`src/rtl/sadc_pkg.sv`:
```
package sadc_pkg;
    typedef enum logic [2:0] {
        ST_IDLE,
        ST_ADDR,
        ST_SAMPLE,
        ST_TAIL,
        ST_HOLD
    } xfer_state_t;
endpackage

```
`src/rtl/sadc_sync.sv`:
```
module sadc_sync #(
    parameter int        WIDTH     = 1,
    parameter int        STAGES    = 2,
    parameter bit [WIDTH-1:0] RESET_VAL = '0
) (
    input  logic             clk,
    input  logic             rst_n,
    input  logic [WIDTH-1:0] d,
    output logic [WIDTH-1:0] q
);
    logic [WIDTH-1:0] stage_q [STAGES];

    for (genvar s = 0; s < STAGES; s++) begin : g_stage
        if (s == 0) begin : g_first
            always_ff @(posedge clk or negedge rst_n) begin
                if (!rst_n) stage_q[s] <= RESET_VAL;
                else        stage_q[s] <= d;
            end
        end else begin : g_next
            always_ff @(posedge clk or negedge rst_n) begin
                if (!rst_n) stage_q[s] <= RESET_VAL;
                else        stage_q[s] <= stage_q[s-1];
            end
        end
    end

    assign q = stage_q[STAGES-1];
endmodule

```
`src/rtl/sadc_shifter.sv`:
```
module sadc_shifter #(
    parameter int RES_BITS = 10
) (
    input  logic                clk,
    input  logic                rst_n,
    input  logic                load,
    input  logic                shift,
    input  logic [RES_BITS-1:0] load_val,
    output logic                bit_out
);
    logic [RES_BITS-1:0] sh_q;

    always_ff @(posedge clk or negedge rst_n) begin
        if (!rst_n)     sh_q <= '0;
        else if (load)  sh_q <= load_val;
        else if (shift) sh_q <= {sh_q[RES_BITS-2:0], 1'b0};
    end

    assign bit_out = sh_q[RES_BITS-1];
endmodule

```
`src/rtl/sadc_conv_stub.sv`:
```
module sadc_conv_stub #(
    parameter int RES_BITS    = 10,
    parameter int ADDR_BITS   = 4,
    parameter int CONV_CYCLES = 20
) (
    input  logic                 clk,
    input  logic                 rst_n,
    input  logic                 start,
    input  logic [ADDR_BITS-1:0] chan,
    output logic                 busy,
    output logic [RES_BITS-1:0]  result
);
    localparam int CW     = $clog2(CONV_CYCLES + 1);
    localparam int FILL_W = RES_BITS - 2 * ADDR_BITS;

    logic [CW-1:0]        remain_q;
    logic [ADDR_BITS-1:0] chan_q;
    logic                 busy_q;
    logic [RES_BITS-1:0]  result_q;
    logic [RES_BITS-1:0]  code;

    always_comb begin
        code = '0;
        code[RES_BITS-1 -: ADDR_BITS] = chan_q;
        code[ADDR_BITS-1:0]           = ~chan_q;
        if (FILL_W > 0) code[ADDR_BITS + FILL_W - 1] = 1'b1;
    end

    always_ff @(posedge clk or negedge rst_n) begin
        if (!rst_n) begin
            remain_q <= '0;
            chan_q   <= '0;
            busy_q   <= 1'b0;
            result_q <= '0;
        end else if (start) begin
            remain_q <= CW'(CONV_CYCLES - 1);
            chan_q   <= chan;
            busy_q   <= 1'b1;
        end else if (busy_q) begin
            if (remain_q == '0) begin
                busy_q   <= 1'b0;
                result_q <= code;
            end else begin
                remain_q <= remain_q - 1'b1;
            end
        end
    end

    assign busy   = busy_q;
    assign result = result_q;
endmodule

```
`src/rtl/sadc_front.sv`:
```
module sadc_front
    import sadc_pkg::*;
#(
    parameter int RES_BITS    = 10,
    parameter int ADDR_BITS   = 4,
    parameter int MAX_CLKS    = 16,
    parameter int CONV_CYCLES = 20,
    parameter int SYNC_STAGES = 2
) (
    input  logic                 clk,
    input  logic                 rst_n,
    input  logic                 cs_n,
    input  logic                 io_clk,
    input  logic                 addr_in,
    output logic                 dout,
    output logic                 dout_oe,
    output logic                 eoc,
    output logic                 sample_en,
    output logic [ADDR_BITS-1:0] chan_sel
);
    localparam int CNT_W   = $clog2(MAX_CLKS + 1);
    localparam int RISE_W  = $clog2(ADDR_BITS + 1);
    localparam logic [CNT_W-1:0] LAST_ADDR_FALL = CNT_W'(ADDR_BITS - 1);
    localparam logic [CNT_W-1:0] LAST_SAMP_FALL = CNT_W'(RES_BITS - 1);
    localparam logic [CNT_W-1:0] LAST_FALL      = CNT_W'(MAX_CLKS - 1);

    // synchronized pins: {cs, clk, addr}
    logic [2:0] pins_s;
    logic       cs_s, sclk_s, addr_s;
    logic       cs_q, sclk_q;

    sadc_sync #(.WIDTH(3), .STAGES(SYNC_STAGES), .RESET_VAL(3'b100)) u_sync (
        .clk   (clk),
        .rst_n (rst_n),
        .d     ({cs_n, io_clk, addr_in}),
        .q     (pins_s)
    );

    assign cs_s   = pins_s[2];
    assign sclk_s = pins_s[1];
    assign addr_s = pins_s[0];

    always_ff @(posedge clk or negedge rst_n) begin
        if (!rst_n) begin
            cs_q   <= 1'b1;
            sclk_q <= 1'b0;
        end else begin
            cs_q   <= cs_s;
            sclk_q <= sclk_s;
        end
    end

    logic cs_fall, sclk_rise, sclk_fall;
    assign cs_fall   = cs_q & ~cs_s;
    assign sclk_rise = ~sclk_q & sclk_s & ~cs_s;
    assign sclk_fall = sclk_q & ~sclk_s & ~cs_s;

    xfer_state_t          state, state_nxt;
    logic [CNT_W-1:0]     fall_cnt;
    logic [RISE_W-1:0]    rise_cnt;
    logic [ADDR_BITS-1:0] addr_sh;
    logic                 conv_start;
    logic                 conv_busy;
    logic [RES_BITS-1:0]  conv_result;
    logic                 sh_load, sh_shift;

    // next-state decision
    always_comb begin
        state_nxt = state;
        unique case (state)
            ST_IDLE: begin
                if (cs_fall) state_nxt = ST_ADDR;
            end
            ST_ADDR: begin
                if (cs_s) state_nxt = ST_IDLE;
                else if (sclk_fall && fall_cnt == LAST_ADDR_FALL) state_nxt = ST_SAMPLE;
            end
            ST_SAMPLE: begin
                if (cs_s) state_nxt = ST_IDLE;
                else if (sclk_fall && fall_cnt == LAST_SAMP_FALL) state_nxt = ST_TAIL;
            end
            ST_TAIL: begin
                if (cs_s) state_nxt = ST_IDLE;
                else if (sclk_fall && fall_cnt == LAST_FALL) state_nxt = ST_HOLD;
            end
            ST_HOLD: begin
                if (cs_s) state_nxt = ST_IDLE;
            end
            default: state_nxt = ST_IDLE;
        endcase
    end

    // state register
    always_ff @(posedge clk or negedge rst_n) begin
        if (!rst_n) state <= ST_IDLE;
        else        state <= state_nxt;
    end

    // edge counters and address capture
    always_ff @(posedge clk or negedge rst_n) begin
        if (!rst_n) begin
            fall_cnt <= '0;
            rise_cnt <= '0;
            addr_sh  <= '0;
            chan_sel <= '0;
        end else if (cs_fall) begin
            fall_cnt <= '0;
            rise_cnt <= '0;
        end else begin
            if (sclk_fall && state != ST_IDLE && state != ST_HOLD)
                fall_cnt <= fall_cnt + 1'b1;
            if (sclk_rise && state == ST_ADDR && rise_cnt < RISE_W'(ADDR_BITS)) begin
                rise_cnt <= rise_cnt + 1'b1;
                addr_sh  <= {addr_sh[ADDR_BITS-2:0], addr_s};
                if (rise_cnt == RISE_W'(ADDR_BITS - 1))
                    chan_sel <= {addr_sh[ADDR_BITS-2:0], addr_s};
            end
        end
    end

    // outputs derived from the state
    always_comb begin
        sample_en  = 1'b0;
        dout_oe    = 1'b1;
        conv_start = 1'b0;
        sh_load    = 1'b0;
        sh_shift   = 1'b0;
        unique case (state)
            ST_IDLE: begin
                dout_oe = 1'b0;
                sh_load = cs_fall;
            end
            ST_ADDR:   sh_shift = sclk_fall;
            ST_SAMPLE: begin
                sample_en  = 1'b1;
                sh_shift   = sclk_fall;
                conv_start = sclk_fall && fall_cnt == LAST_SAMP_FALL;
            end
            ST_TAIL:   sh_shift = sclk_fall;
            ST_HOLD:   sh_shift = 1'b0;
            default:   dout_oe = 1'b0;
        endcase
    end

    sadc_shifter #(.RES_BITS(RES_BITS)) u_shift (
        .clk      (clk),
        .rst_n    (rst_n),
        .load     (sh_load),
        .shift    (sh_shift),
        .load_val (conv_result),
        .bit_out  (dout)
    );

    sadc_conv_stub #(
        .RES_BITS    (RES_BITS),
        .ADDR_BITS   (ADDR_BITS),
        .CONV_CYCLES (CONV_CYCLES)
    ) u_conv (
        .clk    (clk),
        .rst_n  (rst_n),
        .start  (conv_start),
        .chan   (chan_sel),
        .busy   (conv_busy),
        .result (conv_result)
    );

    assign eoc = ~conv_busy;
endmodule

```
`config.mk`:
```
export PLATFORM = sky130hd
export DESIGN_NAME = sadc_front
export DESIGN_NICKNAME = d
export VERILOG_FILES = /design/src/rtl/sadc_pkg.sv /design/src/rtl/sadc_sync.sv /design/src/rtl/sadc_shifter.sv /design/src/rtl/sadc_conv_stub.sv /design/src/rtl/sadc_front.sv
export SDC_FILE = /design/constraint.sdc
export NUM_CORES = 1
export LEC_CHECK = 0
export ABC_AREA = 1
export BUFFER_PORTS_ARGS = -buffer_cell sky130_fd_sc_hd__buf_2
export CAP_MARGIN = 20
export CORE_MARGIN = 2
export CORE_UTILIZATION = 25
export DETAILED_ROUTE_END_ITERATION = 10
export GPL_ROUTABILITY_DRIVEN = 0
export PLACE_DENSITY_LB_ADDON = 0.08
export SKIP_CTS_REPAIR_TIMING = 1
export SLEW_MARGIN = 40
export SYNTH_ARGS = -nofsm -noshare
export SYNTH_HDL_FRONTEND = slang
export SYNTH_SLANG_ARGS = --single-unit
```
`constraint.sdc`:
```
create_clock -name clk -period 2 [get_ports clk]
set_input_delay 0 -clock clk [delete_from_list [all_inputs] [get_ports clk]]
set_output_delay 0 -clock clk [all_outputs]
set_load 0.005 [all_outputs]
```
== Word-level counts from Yosys, hierarchy flattened ==
Cells that the tools add are included.
Word-level totals
  flip-flop bits (word level): 55
  bits in latches: 0
  memory bits (writable): 0
  ROM bits: 0
  input bits: 5
  output and inout port bits: 8
  word-level logic and storage cells: 92
  memories: 0
Operators by class
  add/sub/neg operators: 3
  multiply operators: 0
  divide/modulo/power cells: 0
  order comparisons: 1
  eq/ne operators: 15
  shift operators: 0
  mux-type cells: 26
  bitwise gates (word level): 12
  reductions and logical operators: 21
Operators by type and width (count)
  $mux W3: 10
  $mux W5: 5
  $mux W10: 2
  $pmux W3 S5: 1
  $eq A5 B4 Y1 const B: 2
  $eq A3 B2 Y1 const B: 3
  $ne A3 B2 Y1 const B: 3
  $mux W1: 8
  $reduce_bool A2 Y1: 4
  $logic_and A1 B1 Y1: 7
  $not A1 Y1: 6
  $reduce_and A3 Y1: 2
  $add A5 B1 Y5 const B: 1
  $and A1 B1 Y1: 5
  $eq A5 B2 Y1 const B: 1
  $logic_not A5 Y1: 1
  $reduce_and A5 Y1: 1
  $sub A5 B1 Y5 const B: 1
  $ne A2 B2 Y1 const B: 2
  $not A4 Y4: 1
  $reduce_and A2 Y1: 2
  $reduce_or A4 Y1: 1
  $add A3 B1 Y3 const B: 1
  $eq A3 B1 Y1 const B: 1
  other kinds (7): 7

== Depth between registers and ports, before layout ==
  depth in word-level cells: 7
  mapped depth: 11
  mapped depth without buffers: 11

== Hierarchy ==
Synthesis repeated with hierarchy kept, for this count alone.
Unflattened totals
  cell total of the unflattened synthesis: 297
  area total of the unflattened synthesis: 2595.0 µm²
By module, submodules not included
  sadc_front: times used 1, cells each 131, area each 1096.1 µm², seq. area each 501.7 µm²
  sadc_conv_stub: times used 1, cells each 104, area each 879.6 µm², seq. area each 475.5 µm²
  sadc_shifter: times used 1, cells each 53, area each 444.2 µm², seq. area each 250.2 µm²
  sadc_sync: times used 1, cells each 9, area each 175.2 µm², seq. area each 152.6 µm²

== Worst setup path after synthesis ==
OpenSTA, ideal clock, no wires.
  kind: register -> register
  start: register fall_cnt[0]
  end: register state[1]
  library setup time: 0.117 ns
  arrival: 1.395 ns
  data required time: 1.883 ns
  setup slack: 0.488 ns
  cell stages (with the launch flop): 12
  buffers on the path: 0
  period minus slack after synthesis: 1.512 ns
  path through: dfrtp_1 > ha_1 > inv_1 > nor3_1 > ha_1 > inv_1 > nor2_1 > nor2_1 > nor2_2 > nand3_1 > nand2_1 > nand2_1
On the way
  cells in the longest elaborated chain, start to end: 4
  elaborated cells on any way between the ends: 10
  those cells by class: 6 x eq/ne; 4 x reduce/logical
RTL lines
  start, declared: line sadc_front.sv:59  | logic [CNT_W-1:0] fall_cnt;
  start signal, assigned: line sadc_front.sv:111  | fall_cnt <= fall_cnt + 1'b1;
  $eq A5 B4 Y1, or another cell as far along: line sadc_front.sv:84  | else if (sclk_fall && fall_cnt == LAST_FALL) state_nxt = ST_HOLD;
  $logic_and A1 B1 Y1, on equally long branches: line sadc_front.sv:84, sadc_front.sv:76, sadc_front.sv:80
  $ne A3 B2 Y1 (no line)
  $reduce_and A5 Y1 (no line) *
  end signal, assigned: line sadc_front.sv:96  | else state <= state_nxt;
  end, declared: line sadc_front.sv:58  | xfer_state_t state, state_nxt;
Every way passes the cells marked *; elsewhere a longest branch is shown, timed or not.
A chain may end at the register's enable or synchronous reset.

== Final worst setup path ==
  start: register fall_cnt[0]
  end: register state[0]
Same word-level chain as after synthesis.

==> flow_metrics.tcl <==
set metrics [dict create \
    status "finished clean" \
    die-width_um 104 \
    slew_viol_final 0 \
    layout_common_cells "56 x nand2_1, 52 x dfrtp_1, 29 x inv_1, 19 x o21ai_0, 18 x nand3_1" \
    cp.arrival_ns 1.94 \
    cts_tree "yes" \
    p_sw_uw 796 \
    ioPinCount 13 \
    critPathBufInv 2 \
    routedWlPerCell_um 11.8 \
    switching_share 0.318 \
    final-hold-violation-count 0 \
    setup_viol 0 \
    comb_power_share 0.212 \
    finalClockSkew_ns 0.00973 \
    place_hpwl_um 3500 \
    tightestPinTransition_ns 0.376 \
    numPlacedInstances 408 \
    grt_pass1_wl_um 8780 \
    p_seq_frac 0.546 \
    grt_usage 0.101 \
    cpLargestDelayFamily "simple AND/OR/NAND/NOR gates" \
    fin_crit_ns 1.74 \
    ys_ff_latch 55 \
    pwr-share-clk 0.242 \
    grt_start_max_net_pins 56 \
    vias 1708 \
    clockRootBuffer "clkbuf_8" \
    grt-ovfl-total 0 \
    cp_cell_sequence "ha_1 -> inv_1 -> nor3_1 -> ha_1 -> inv_1 -> nor2_1 -> nor2_1 -> nor2_2 -> nand3_1 -> nand2_1 -> nand2_1" \
    rsz0062_at_grt "no" \
    core_um2 9730 \
    finalWirelength_um 4960 \
    synth_mux_area_frac 0 \
    synth_fa_ha_area_frac 0.0300 \
    grt_pass1_vias 1752 \
    ys_seq_area_frac 0.552 \
    htreeDepth 2 \
    power.density_nw_per_um2 882 \
    p_leak_uw 0.00136 \
    ir_worst_vdd_v 0.000342 \
    synth_simple_gate_area_frac 0.236 \
    area_growth_pct 13.6 \
    layout.nets 297 \
    synth.distinct_cells 31 \
    rows 36 \
    ys_warn_count 0 \
    drtPass1Iterations 4 \
    cts_buffer_depth 2 \
    grt_antenna_before_repair 0 \
    synth_compound_area_frac 0.107 \
    start_kind "flip-flop" \
    drv_cap 0 \
    relSlewSlack 0.749 \
    synthCells 265 \
    crit_required_ns 2.20 \
    syn_area_um2 2500 \
    instances_no_fill 420 \
    synth_top_family_by_area "simple AND/OR/NAND/NOR gates" \
    fmax_ghz 0.575 \
    port_buffers 12 \
    drive_gt1_frac 0.195 \
    slowest_stage "dfrtp_1" \
    hp-class "input port to async pin" \
    cp_max_fo 5 \
    min_period_over_period 0.870 \
    final_antenna_net_count 0 \
    clk_pin_slew_worst_paths_ns 0.10 \
    die_h_um 104 \
    endpoint_kind "flip-flop" \
    viasPerCell 4.07 \
    drt_iter0_drc 61 \
    internal_power_uw 1710 \
    drc_errors 0 \
    hold_ws_ns 0.219 \
    start_util 0.257 \
    clk_latency_ns 0.31 \
    avgSynthCellArea_um2 9.43 \
    diodes 0 \
    dieArea_um2 10800 \
    synth_xor_area_frac 0.00701 \
    cts.sinks 55 \
    slowest_delay_ns 0.44 \
    cts_made_buffers 5 \
    critPathKind "flip-flop to flip-flop" \
    final_common_cell "nand2_1" \
    synth_nets 276 \
    final_core_util 0.292 \
    fin_setup_tns_ns 0 \
]
==> sequential cells by signal, summed over array words and instances (netlist names) <==
| name | cells |
|---|---|
| addr_sh | 3 |
| chan_sel | 4 |
| cs_q | 1 |
| fall_cnt | 5 |
| rise_cnt | 3 |
| sclk_q | 1 |
| state | 3 |
| u_conv.busy | 1 |
| u_conv.chan_q | 4 |
| u_conv.remain_q | 5 |
| u_conv.result | 9 |
| u_shift.sh_q | 10 |
| u_sync.q | 3 |
| u_sync.stage_q | 3 |
==> path summary, 6_finish.rpt <==
check                                                  from                        endpoint  slack (ns)  cells past startpoint
max in group asynchronous                             rst_n     u_sync.stage_q[5]$_DFF_PN1_        1.50                      3
worst min register to register  u_sync.stage_q[4]$_DFF_PN0_           u_sync.q[1]$_DFF_PN0_        0.36                      0
worst max register to register      fall_cnt[0]$_DFFE_PN0P_            state[0]$_DFFE_PN0P_        0.26                     11
worst max-delay path                fall_cnt[0]$_DFFE_PN0P_            state[0]$_DFFE_PN0P_        0.26                     11
min in group clk                                     io_clk     u_sync.stage_q[4]$_DFF_PN0_        0.33                      2
worst min-delay path                                  rst_n  u_conv.remain_q[1]$_DFFE_PN0P_        0.22                      3
==> routing by layer <==
metal / vias to the layer above / GRT usage / wire, um
met5: - / 0 / 0
met4: 0 / 0.0290 / 48
met3: 4 / 0.0213 / 88
met2: 12 / 0.167 / 2360
met1: 786 / 0.134 / 2460
li1: 906 / - / -
==> synthesized netlist by cell type <==
cell      instances  area, um2
a21oi_1           5       25.0
buf_2             1       5.00
buf_4             1       7.51
buf_8             1       15.0
clkinv_2          1       5.00
clkinv_4          1       8.76
dfrtp_1          52       1300
dfstp_2           3       78.8
ha_1              6       75.1
inv_1            29        109
inv_2             5       18.8
nand2_1          56        210
nand2_2           5       31.3
nand2_4           2       22.5
nand3_1          18       90.1
nand3_2           2       20.0
nand3_4           2       35.0
nand4_1           5       31.3
nor2_1           16       60.1
nor2_2            4       25.0
nor2_4            2       22.5
nor3_1            5       25.0
nor3_2            1       10.0
o211ai_1          1       7.51
o21ai_0          19       95.1
o21ai_1           3       15.0
o21ai_2           9       78.8
o221ai_1          1       8.76
o22ai_1           6       37.5
or2_1             1       6.26
xor2_1            2       17.5
==> tightest hold or removal path, delay by kind of cell <==
family / cells / cell delay, ns
buffers and inverters: 3 / 0.92
==> through the flow <==
step	setup WS (ns)	cell area, um2	total power, uW
2_1_floorplan	0.488	2500	1760
6_report	0.260	2840	2500
5_1_grt	0.0373	2840	2720
3_5_place_dp	0.279	2720	1930
3_3_place_gp	0.295	2720	1940
4_1_cts	0.245	2800	2560
==> power by group through the flow <==
stage | clock (uW) | sequential, uW | combinational, uW
floorplan | 0 | 1370 | 396
global placement | 0 | 1400 | 545
detailed placement | 0 | 1390 | 539
CTS | 646 | 1370 | 542
global route | 694 | 1390 | 632
finish | 605 | 1370 | 531
==> area by class of cell <==
class	instances	area (um2)
well taps	133	166
flip-flops and latches	55	1380
repair buffers	17	120
clock inverters	1	5.00
inverters	36	141
fillers	1061	6890
multi-input cells	171	950
clock buffers	7	76.3
==> logic make-up (layout without fill, tap and decap cells) <==
logic type,count (synthesis),count (layout)
buffers and inverters,39,61
AO/OA/AOI/OAI,44,44
adder cells (fa/ha/maj),6,6
flip-flops,55,55
XOR/XNOR,2,2
AND/OR/NAND/NOR,119,119
No activity file was read; power rests on OpenSTA's default activity.
